## src/rtl/clkdiv_pkg.sv

```systemverilog
package clkdiv_pkg;

    localparam int CD_DIV_W = 16;

    typedef logic [CD_DIV_W-1:0] div_t;

    typedef enum logic [1:0] {
        ENC_MINUS1 = 2'd0,
        ENC_DIRECT = 2'd1,
        ENC_POW2   = 2'd2,
        ENC_TABLE  = 2'd3
    } enc_e;

    // decoded or pending divisor with its qualifier
    typedef struct packed {
        logic valid;
        div_t div;
    } upd_t;

    // length of the high phase for a divisor
    function automatic div_t hi_len(input div_t d);
        return d >> 1;
    endfunction

endpackage

```

## src/rtl/clkdiv_decode.sv

```systemverilog
module clkdiv_decode
    import clkdiv_pkg::*;
#(
    parameter enc_e        MODE      = ENC_MINUS1,
    parameter int          FIELD_LSB = 0,
    parameter int          FIELD_W   = 4,
    parameter int          MIN_DIV   = 1,
    parameter int          MAX_DIV   = 16,
    parameter int          TBL_N     = 4,
    parameter logic [TBL_N*CD_DIV_W-1:0] TBL = '0
) (
    input  logic [31:0] wr_data,
    output upd_t        dec
);
    localparam int WIDE_W = 34;

    logic [FIELD_W-1:0] fld;
    assign fld = wr_data[FIELD_LSB +: FIELD_W];

    generate
        if (MODE == ENC_TABLE) begin : g_table
            always_comb begin
                dec = '0;
                for (int i = 0; i < TBL_N; i++) begin
                    if (int'(fld) == i) begin
                        dec.div   = TBL[i*CD_DIV_W +: CD_DIV_W];
                        dec.valid = (TBL[i*CD_DIV_W +: CD_DIV_W] != '0);
                    end
                end
            end
        end else begin : g_arith
            logic [WIDE_W-1:0] wide;
            always_comb begin
                case (MODE)
                    ENC_MINUS1: wide = WIDE_W'(fld) + WIDE_W'(1);
                    ENC_DIRECT: wide = WIDE_W'(fld);
                    default:    wide = (int'(fld) < 33) ? (WIDE_W'(1) << fld) : '0;
                endcase
                dec.div   = wide[CD_DIV_W-1:0];
                dec.valid = (wide != '0)
                         && (wide >= WIDE_W'(MIN_DIV))
                         && (wide <= WIDE_W'(MAX_DIV))
                         && (wide < (WIDE_W'(1) << CD_DIV_W));
            end
        end
    endgenerate
endmodule

```

## src/rtl/clkdiv_ctrl.sv

```systemverilog
module clkdiv_ctrl
    import clkdiv_pkg::*;
#(
    parameter bit LATCH_EN  = 1'b0,
    parameter int LATCH_BIT = 31
) (
    input  logic        clk,
    input  logic        rst,
    input  logic        wr_en,
    input  logic [31:0] wr_data,
    input  logic        rd_en,
    input  upd_t        dec,
    output logic [31:0] reg_q,
    output logic        err,
    output upd_t        upd
);
    logic commit;

    generate
        if (LATCH_EN) begin : g_latch
            assign commit = wr_en && wr_data[LATCH_BIT];
        end else begin : g_nolatch
            assign commit = wr_en;
        end
    endgenerate

    always_ff @(posedge clk) begin
        if (rst) begin
            reg_q <= '0;
            err   <= 1'b0;
            upd   <= '0;
        end else begin
            upd.valid <= 1'b0;
            if (wr_en)
                reg_q <= wr_data;
            if (commit && dec.valid)
                upd <= '{valid: 1'b1, div: dec.div};
            err <= (err && !rd_en) || (commit && !dec.valid);
        end
    end


    bad_sets_err_chk: assert property (@(posedge clk) disable iff (rst)
        (wr_en && !dec.valid && (!LATCH_EN || wr_data[LATCH_BIT])) |=> err);


    read_clears_err_chk: assert property (@(posedge clk) disable iff (rst)
        (rd_en && !(wr_en && !dec.valid)) |=> !err);


    no_commit_no_upd_chk: assert property (@(posedge clk) disable iff (rst)
        (LATCH_EN && wr_en && !wr_data[LATCH_BIT]) |=> !upd.valid);
endmodule

```

## src/rtl/clkdiv_gen.sv

```systemverilog
module clkdiv_gen
    import clkdiv_pkg::*;
#(
    parameter int RST_DIV = 1
) (
    input  logic clk,
    input  logic rst,
    input  upd_t upd,
    output logic clk_out,
    output div_t div_cur
);
    div_t cnt;
    div_t cnt_n;
    div_t div_n;
    upd_t pend;
    logic ph_q;
    logic bypass_q;
    logic at_end;

    assign at_end = (cnt == div_cur - div_t'(1));

    always_comb begin
        div_n = div_cur;
        cnt_n = cnt + div_t'(1);
        if (at_end) begin
            cnt_n = '0;
            if (pend.valid)
                div_n = pend.div;
        end
    end

    always_ff @(posedge clk) begin
        if (rst) begin
            cnt      <= '0;
            div_cur  <= div_t'(RST_DIV);
            pend     <= '0;
            ph_q     <= 1'b0;
            bypass_q <= (RST_DIV == 1);
        end else begin
            cnt      <= cnt_n;
            div_cur  <= div_n;
            ph_q     <= (cnt_n < hi_len(div_n));
            bypass_q <= (div_n == div_t'(1));
            if (upd.valid)
                pend <= upd;
            else if (at_end)
                pend.valid <= 1'b0;
        end
    end

    assign clk_out = bypass_q ? clk : ph_q;


    cnt_range_chk: assert property (@(posedge clk) disable iff (rst)
        cnt < div_cur);


    switch_at_end_chk: assert property (@(posedge clk) disable iff (rst)
        !at_end |=> $stable(div_cur));
endmodule

```

## src/rtl/clkdiv_prog.sv

```systemverilog
module clkdiv_prog
    import clkdiv_pkg::*;
#(
    parameter enc_e MODE      = ENC_MINUS1,
    parameter int   FIELD_LSB = 0,
    parameter int   FIELD_W   = 4,
    parameter int   MIN_DIV   = 1,
    parameter int   MAX_DIV   = 16,
    parameter int   TBL_N     = 4,
    parameter logic [TBL_N*CD_DIV_W-1:0] TBL = '0,
    parameter int   AIDLE_BIT = 16,
    parameter bit   AIDLE_INV = 1'b0,
    parameter bit   LATCH_EN  = 1'b0,
    parameter int   LATCH_BIT = 31,
    parameter int   RST_DIV   = 1
) (
    input  logic        clk,
    input  logic        rst,
    input  logic        wr_en,
    input  logic [31:0] wr_data,
    input  logic        rd_en,
    output logic [31:0] rd_data,
    output logic        clk_out,
    output logic [15:0] div_eff,
    output logic        autoidle,
    output logic        err
);
    upd_t        dec;
    upd_t        upd;
    logic [31:0] reg_q;
    div_t        div_cur;

    clkdiv_decode #(
        .MODE(MODE), .FIELD_LSB(FIELD_LSB), .FIELD_W(FIELD_W),
        .MIN_DIV(MIN_DIV), .MAX_DIV(MAX_DIV), .TBL_N(TBL_N), .TBL(TBL)
    ) u_dec (
        .wr_data(wr_data),
        .dec    (dec)
    );

    clkdiv_ctrl #(
        .LATCH_EN(LATCH_EN), .LATCH_BIT(LATCH_BIT)
    ) u_ctrl (
        .clk    (clk),
        .rst    (rst),
        .wr_en  (wr_en),
        .wr_data(wr_data),
        .rd_en  (rd_en),
        .dec    (dec),
        .reg_q  (reg_q),
        .err    (err),
        .upd    (upd)
    );

    clkdiv_gen #(
        .RST_DIV(RST_DIV)
    ) u_gen (
        .clk    (clk),
        .rst    (rst),
        .upd    (upd),
        .clk_out(clk_out),
        .div_cur(div_cur)
    );

    assign rd_data  = reg_q;
    assign div_eff  = div_cur;
    assign autoidle = reg_q[AIDLE_BIT] ^ AIDLE_INV;


    limit_chk: assert property (@(posedge clk) disable iff (rst)
        (MODE != ENC_TABLE) |-> (int'(div_eff) >= MIN_DIV && int'(div_eff) <= MAX_DIV));


    nonzero_div_chk: assert property (@(posedge clk) disable iff (rst)
        div_eff != '0);


    autoidle_hold_chk: assert property (@(posedge clk) disable iff (rst)
        !wr_en |=> $stable(autoidle));
endmodule

```

## config.mk

```make
export PLATFORM = sky130hd
export DESIGN_NAME = clkdiv_prog
export DESIGN_NICKNAME = d
export VERILOG_FILES = /design/src/rtl/clkdiv_pkg.sv /design/src/rtl/clkdiv_decode.sv /design/src/rtl/clkdiv_ctrl.sv /design/src/rtl/clkdiv_gen.sv /design/src/rtl/clkdiv_prog.sv
export SDC_FILE = /design/constraint.sdc
export NUM_CORES = 1
export LEC_CHECK = 0
export CAP_MARGIN = 10
export CORE_UTILIZATION = 36
export DETAILED_ROUTE_END_ITERATION = 8
export DONT_BUFFER_PORTS = 1
export GPL_ROUTABILITY_DRIVEN = 0
export PLACE_DENSITY = 0.53
export SYNTH_ARGS = -nofsm -noshare
export SYNTH_HDL_FRONTEND = slang
export SYNTH_SLANG_ARGS = --single-unit
export TNS_END_PERCENT = 20
```

## constraint.sdc

```tcl
create_clock -name clk -period 4.95 [get_ports clk]
set_input_delay 0.7425 -clock clk [delete_from_list [all_inputs] [get_ports clk]]
set_output_delay 0.7425 -clock clk [all_outputs]
set_load 0.01 [all_outputs]
```

Word level (Yosys, flattened, before mapping)
Cells that the tools add are included.
{"block": "op_classes", "n_eq_ne": 2, "reduce_logical": 11, "magnitude_cmp": 4, "mux": 7, "n_addsub": 3}
{"cell": "2-to-1 mux 16 bit", "count": 3}
{"cell": ">= comparator 34 x 1 -> 1 bit, second input constant", "count": 1}
{"cell": "<= comparator 34 x 5 -> 1 bit, second input constant", "count": 1}
{"cell": "less-than comparator 34 x 17 -> 1 bit, second input constant", "count": 1}
{"cell": "nonzero test 34 bit", "count": 1}
{"cell": "2-to-1 mux 17 bit", "count": 1}
{"cell": "adder 16 x 1 -> 16 bit, second input constant", "count": 1}
{"cell": "equality test 16 x 1 -> 1 bit, second input constant", "count": 1}
{"cell": "equality test 16 bit", "count": 1}
{"cell": "less-than comparator 16 x 15 -> 1 bit", "count": 1}
{"cell": "subtractor 16 x 1 -> 16 bit, second input constant", "count": 1}
{"cell": "logical AND 1 bit", "count": 6}
{"cell": "adder 4 x 1 -> 5 bit, second input constant", "count": 1}
{"cell": "2-to-1 mux 1 bit", "count": 3}
{"cell": "logical NOT 1 bit", "count": 2}
{"cell": "nonzero test 2 bit", "count": 1}
{"cell": "logical OR 1 bit", "count": 1}
{"block": "word_totals", "regBits": 101, "word_cells": 37, "inputBits": 36, "output_inout_bits": 51}

Longest topological paths before layout
{"block": "logic_depth", "ltp_word": 8, "depth_mapped": 19, "mapped_depth_nobuf": 17}

By module
From an unflattened synthesis, not the netlist that was laid out.
{"block": "unflattened", "hier_cells": 562, "hier_area_um2": 5253.8}
{"mod": "clkdiv_gen", "cells_per_inst": 352, "area_per_inst_um2": 3150.5, "seq_area_each_um2": 1021.0, "instances": 1}
{"mod": "clkdiv_ctrl", "cells_per_inst": 184, "area_per_inst_um2": 1910.6, "seq_area_each_um2": 1001.0, "instances": 1}
{"mod": "clkdiv_decode", "cells_per_inst": 25, "area_per_inst_um2": 185.2, "seq_area_each_um2": 0.0, "instances": 1}
{"mod": "clkdiv_prog", "cells_per_inst": 1, "area_per_inst_um2": 7.5, "seq_area_each_um2": 0.0, "instances": 1}

==> results.toml <==
[route]
drt_wl_total_um = 9490
postRouteAntennaNets = 0
detail_route.wl_per_cell_um = 15.90
initialDrtViolationCount = 160
dr.pass1.iters = 5
vias_per_cell = 5.296
total_number_of_vias = 3162
detail_route.drc_violations = 0

[layout]
post_route_cells_drive_above_1_share_pct = 6.565
layout_area_overhead_pct = 7.474
area.sequential_mm2 = 0.001582
finalNetCount = 507
stdcell_area_mm2 = 0.004318
insertedDiodeCount = 0
fill_cells = 1075
multiInputGateArea_mm2 = 0.002300

[timing]
max_slew_margin_pct = 52.14
final_number_of_max_transition_violations = 0
timing_hold_violations_final = 0
rsz0062_at_grt = "no"
maximum_clock_frequency_mhz = 226.9
finalWorstPathRequiredPeriod_ns = 4.407
setup_violations = 0
fin_setup_tns_ns = 0
final.setup_skew_ns = 0.02163
worstMarginPinSlew_ns = 0.7147
finalCritPeriodShare_pct = 89.02

[status]
run_status = "completed"

[global_route]
vias_in_the_first_global_route = 3087
global_route_wire_length_before_repair_um = 15280
grt_use_total_pct = 17.56
grt-ovfl-total = 0
grt_start_max_net_pins = 55
grt_antenna_before_repair = 0

[logic_synthesis]
ys_top_cells_by_count = "nor2_1, dfxtp_1, mux2i_1"
cell_with_the_most_instances_after_synthesis = "nor2_1"
avgSynthCellArea_um2 = 8.753
synth-main-ff-cell = "dfxtp_1"
synth_top_cells_by_area = "dfxtp_1, mux2i_1, nor2_1, ha_1, xnor2_1"
synthDominantAreaCellType = "dfxtp_1"
ys_seq_area_share_pct = 39.36
ys_seq_elements = 79
synthesis_warnings = 0
ys_types = 47
post_synthesis_instance_total = 459
synthArstFlopShare_pct = 0
syn_area_mm2 = 0.004018
synth_enable_flop_cells = 0
yosysTopAreaCellShare_pct = 39.36
synth_nets = 514

[worst_setup_path]
start_kind = "register"
critical_path.max_fanout = 13
setup.worst_path.end_class = "register"
timing_worst_setup_path_type = "reg2reg"
worst-endpoint-required_ns = 5.30
worst_ep_arrival_time_ns = 4.76

[clock_tree]
ctsHoldBuffers = 0
post_cts_repair_timing_setup_buffer_count = 0
tritoncts = "done"
clock_pin_transition_on_the_worst_setup_and_hold_timing_paths_ns = 0.10
clk_latency_ns = 0.47

[place]
dpl-instance-area_mm2 = 0.004096
port_buffer_count = 0
detailed_place_hpwl_um = 6956

[hold_path]
min_path_type = "in2reg"

[floorplanning]
core.rowCount = 38
fp.dieH_um = 107.6
floorplan.die_area_mm2 = 0.01159
core_area_mm2 = 0.01084
boundaryPins = 87
die_w_um = 107.6
initial_core_utilization_pct = 37.06

[power]
power.leakage_nw = 1.755
vdd.ir_drop.worst_v = 0.0001997
power_density_mw_per_mm2 = 454.8

[job]
cap_viol_max_count = 0
## stage by stage
step | util [%] | setup WS [ns] | cells | power, mW | hold WS, ns
final | 39.83 | 0.5435 | 597 | 1.964 | 0.3392
after global routing | 39.83 | 0.1666 | 597 | 2.109 | 0.3050
after CTS | 39.82 | 0.4269 | 597 | 1.976 | 0.3159
after detailed placement | 37.79 | 0.4629 | 578 | 1.448 | 0.4800
after global placement | 37.79 | 0.6614 | 578 | 1.435 | 0.4643
after floorplan | - | 0.9409 | 459 | 1.342 | 0.4483
## worst paths after layout
kind | depth (start not counted) | slack (ns) | from | to
worst min-delay path | 1 | 0.34 | rst | u_gen.div_cur[1]$_SDFF_PP0_
worst max register to register | 16 | 0.54 | u_gen.div_cur[1]$_SDFF_PP0_ | u_gen.ph_q$_SDFF_PP0_
worst max-delay path | 16 | 0.54 | u_gen.div_cur[1]$_SDFF_PP0_ | u_gen.ph_q$_SDFF_PP0_
worst min register to register | 2 | 0.50 | u_ctrl.upd[4]$_SDFFE_PP0P_ | u_ctrl.upd[4]$_SDFFE_PP0P_
## registers in the layout, summed over array words and instances, names as in the netlist
name and count:
u_ctrl.err 1, u_ctrl.upd 6, u_gen.div_cur 16, u_gen.pend 6, u_ctrl.reg_q 32, u_gen.bypass_q 1
u_gen.ph_q 1, u_gen.cnt 16
## cell type report
class / count / share of cell area (%)
clock buffers: 13 / 3.912
multi-input cells: 350 / 53.26
repair buffers: 2 / 0.3477
well taps: 140 / 4.057
clock inverters: 6 / 1.188
inverters: 7 / 0.6085
flip-flops and latches: 79 / 36.63
## timing repair
action | 4_1_cts | 5_1_grt
endpoints found under the hold margin | 0 | 0
resized for setup | 0 | 1
endpoints found under the setup margin | 0 | 1
## critical path, stage by stage (launching register included)
cell and delay (ns):
dfxtp_1 0.48, inv_1 0.11, ha_1 0.21, nor4b_4 0.37, and2_1 0.21, a21boi_1 0.09, nor4_1 0.26, and4_1 0.32
and2_2 0.34, nor2_1 0.09, ha_1 0.30, and3_1 0.20, nand3_1 0.11, or4_1 0.59, a211o_1 0.29, o32ai_1 0.23
a211oi_1 0.08
## kinds of logic (layout without fill, tap and decap cells)
kind of cell               after synthesis  count (layout)  share of synthesized area [%]
AOI/OAI and AO/OA                       51              51                          8.129
xor gates and xnor gates                37              37                          8.066
adders and majority gates               19              19                          5.917
buffers and inverters                   30              28                          3.426
DFF                                     79              79                          39.36
muxes                                   41              41                          10.25
and+or+nand+nor                        202             202                          24.85
## cell usage in the layout (no fill, tap or decap), types with 4 or more instances in the layout
cell / count
inv_1: 7
o21ai_0: 9
nor3_1: 10
and3_1: 20
nand2_1: 24
nor2b_1: 4
nand2b_1: 4
nor2_1: 93
nor4_1: 4
xnor2_1: 24
nand3_1: 13
and2_1: 8
o211ai_1: 5
nand4_1: 5
ha_1: 19
a21oi_1: 21
clkbuf_8: 12
dfxtp_1: 79
mux2i_1: 40
inv_6: 4
xor2_1: 13
## power by group
| group | internal [mW] | switching [mW] | total [mW] |
|---|---|---|---|
| Sequential | 0.674 | 0.0470 | 0.720 |
| Combinational | 0.260 | 0.450 | 0.710 |
| Clock | 0.250 | 0.284 | 0.534 |
| Total | 1.18 | 0.780 | 1.96 |
## layer usage
metal	global-route usage, %	share of wire, %	vias up
met5	0	0	-
met3	5.872	7.3	16
met4	10.27	2.7	0
met2	28.21	46	108
met1	20.21	44	1470
li1	-	-	1568
Note: power is estimated with default switching activity, not from simulation.
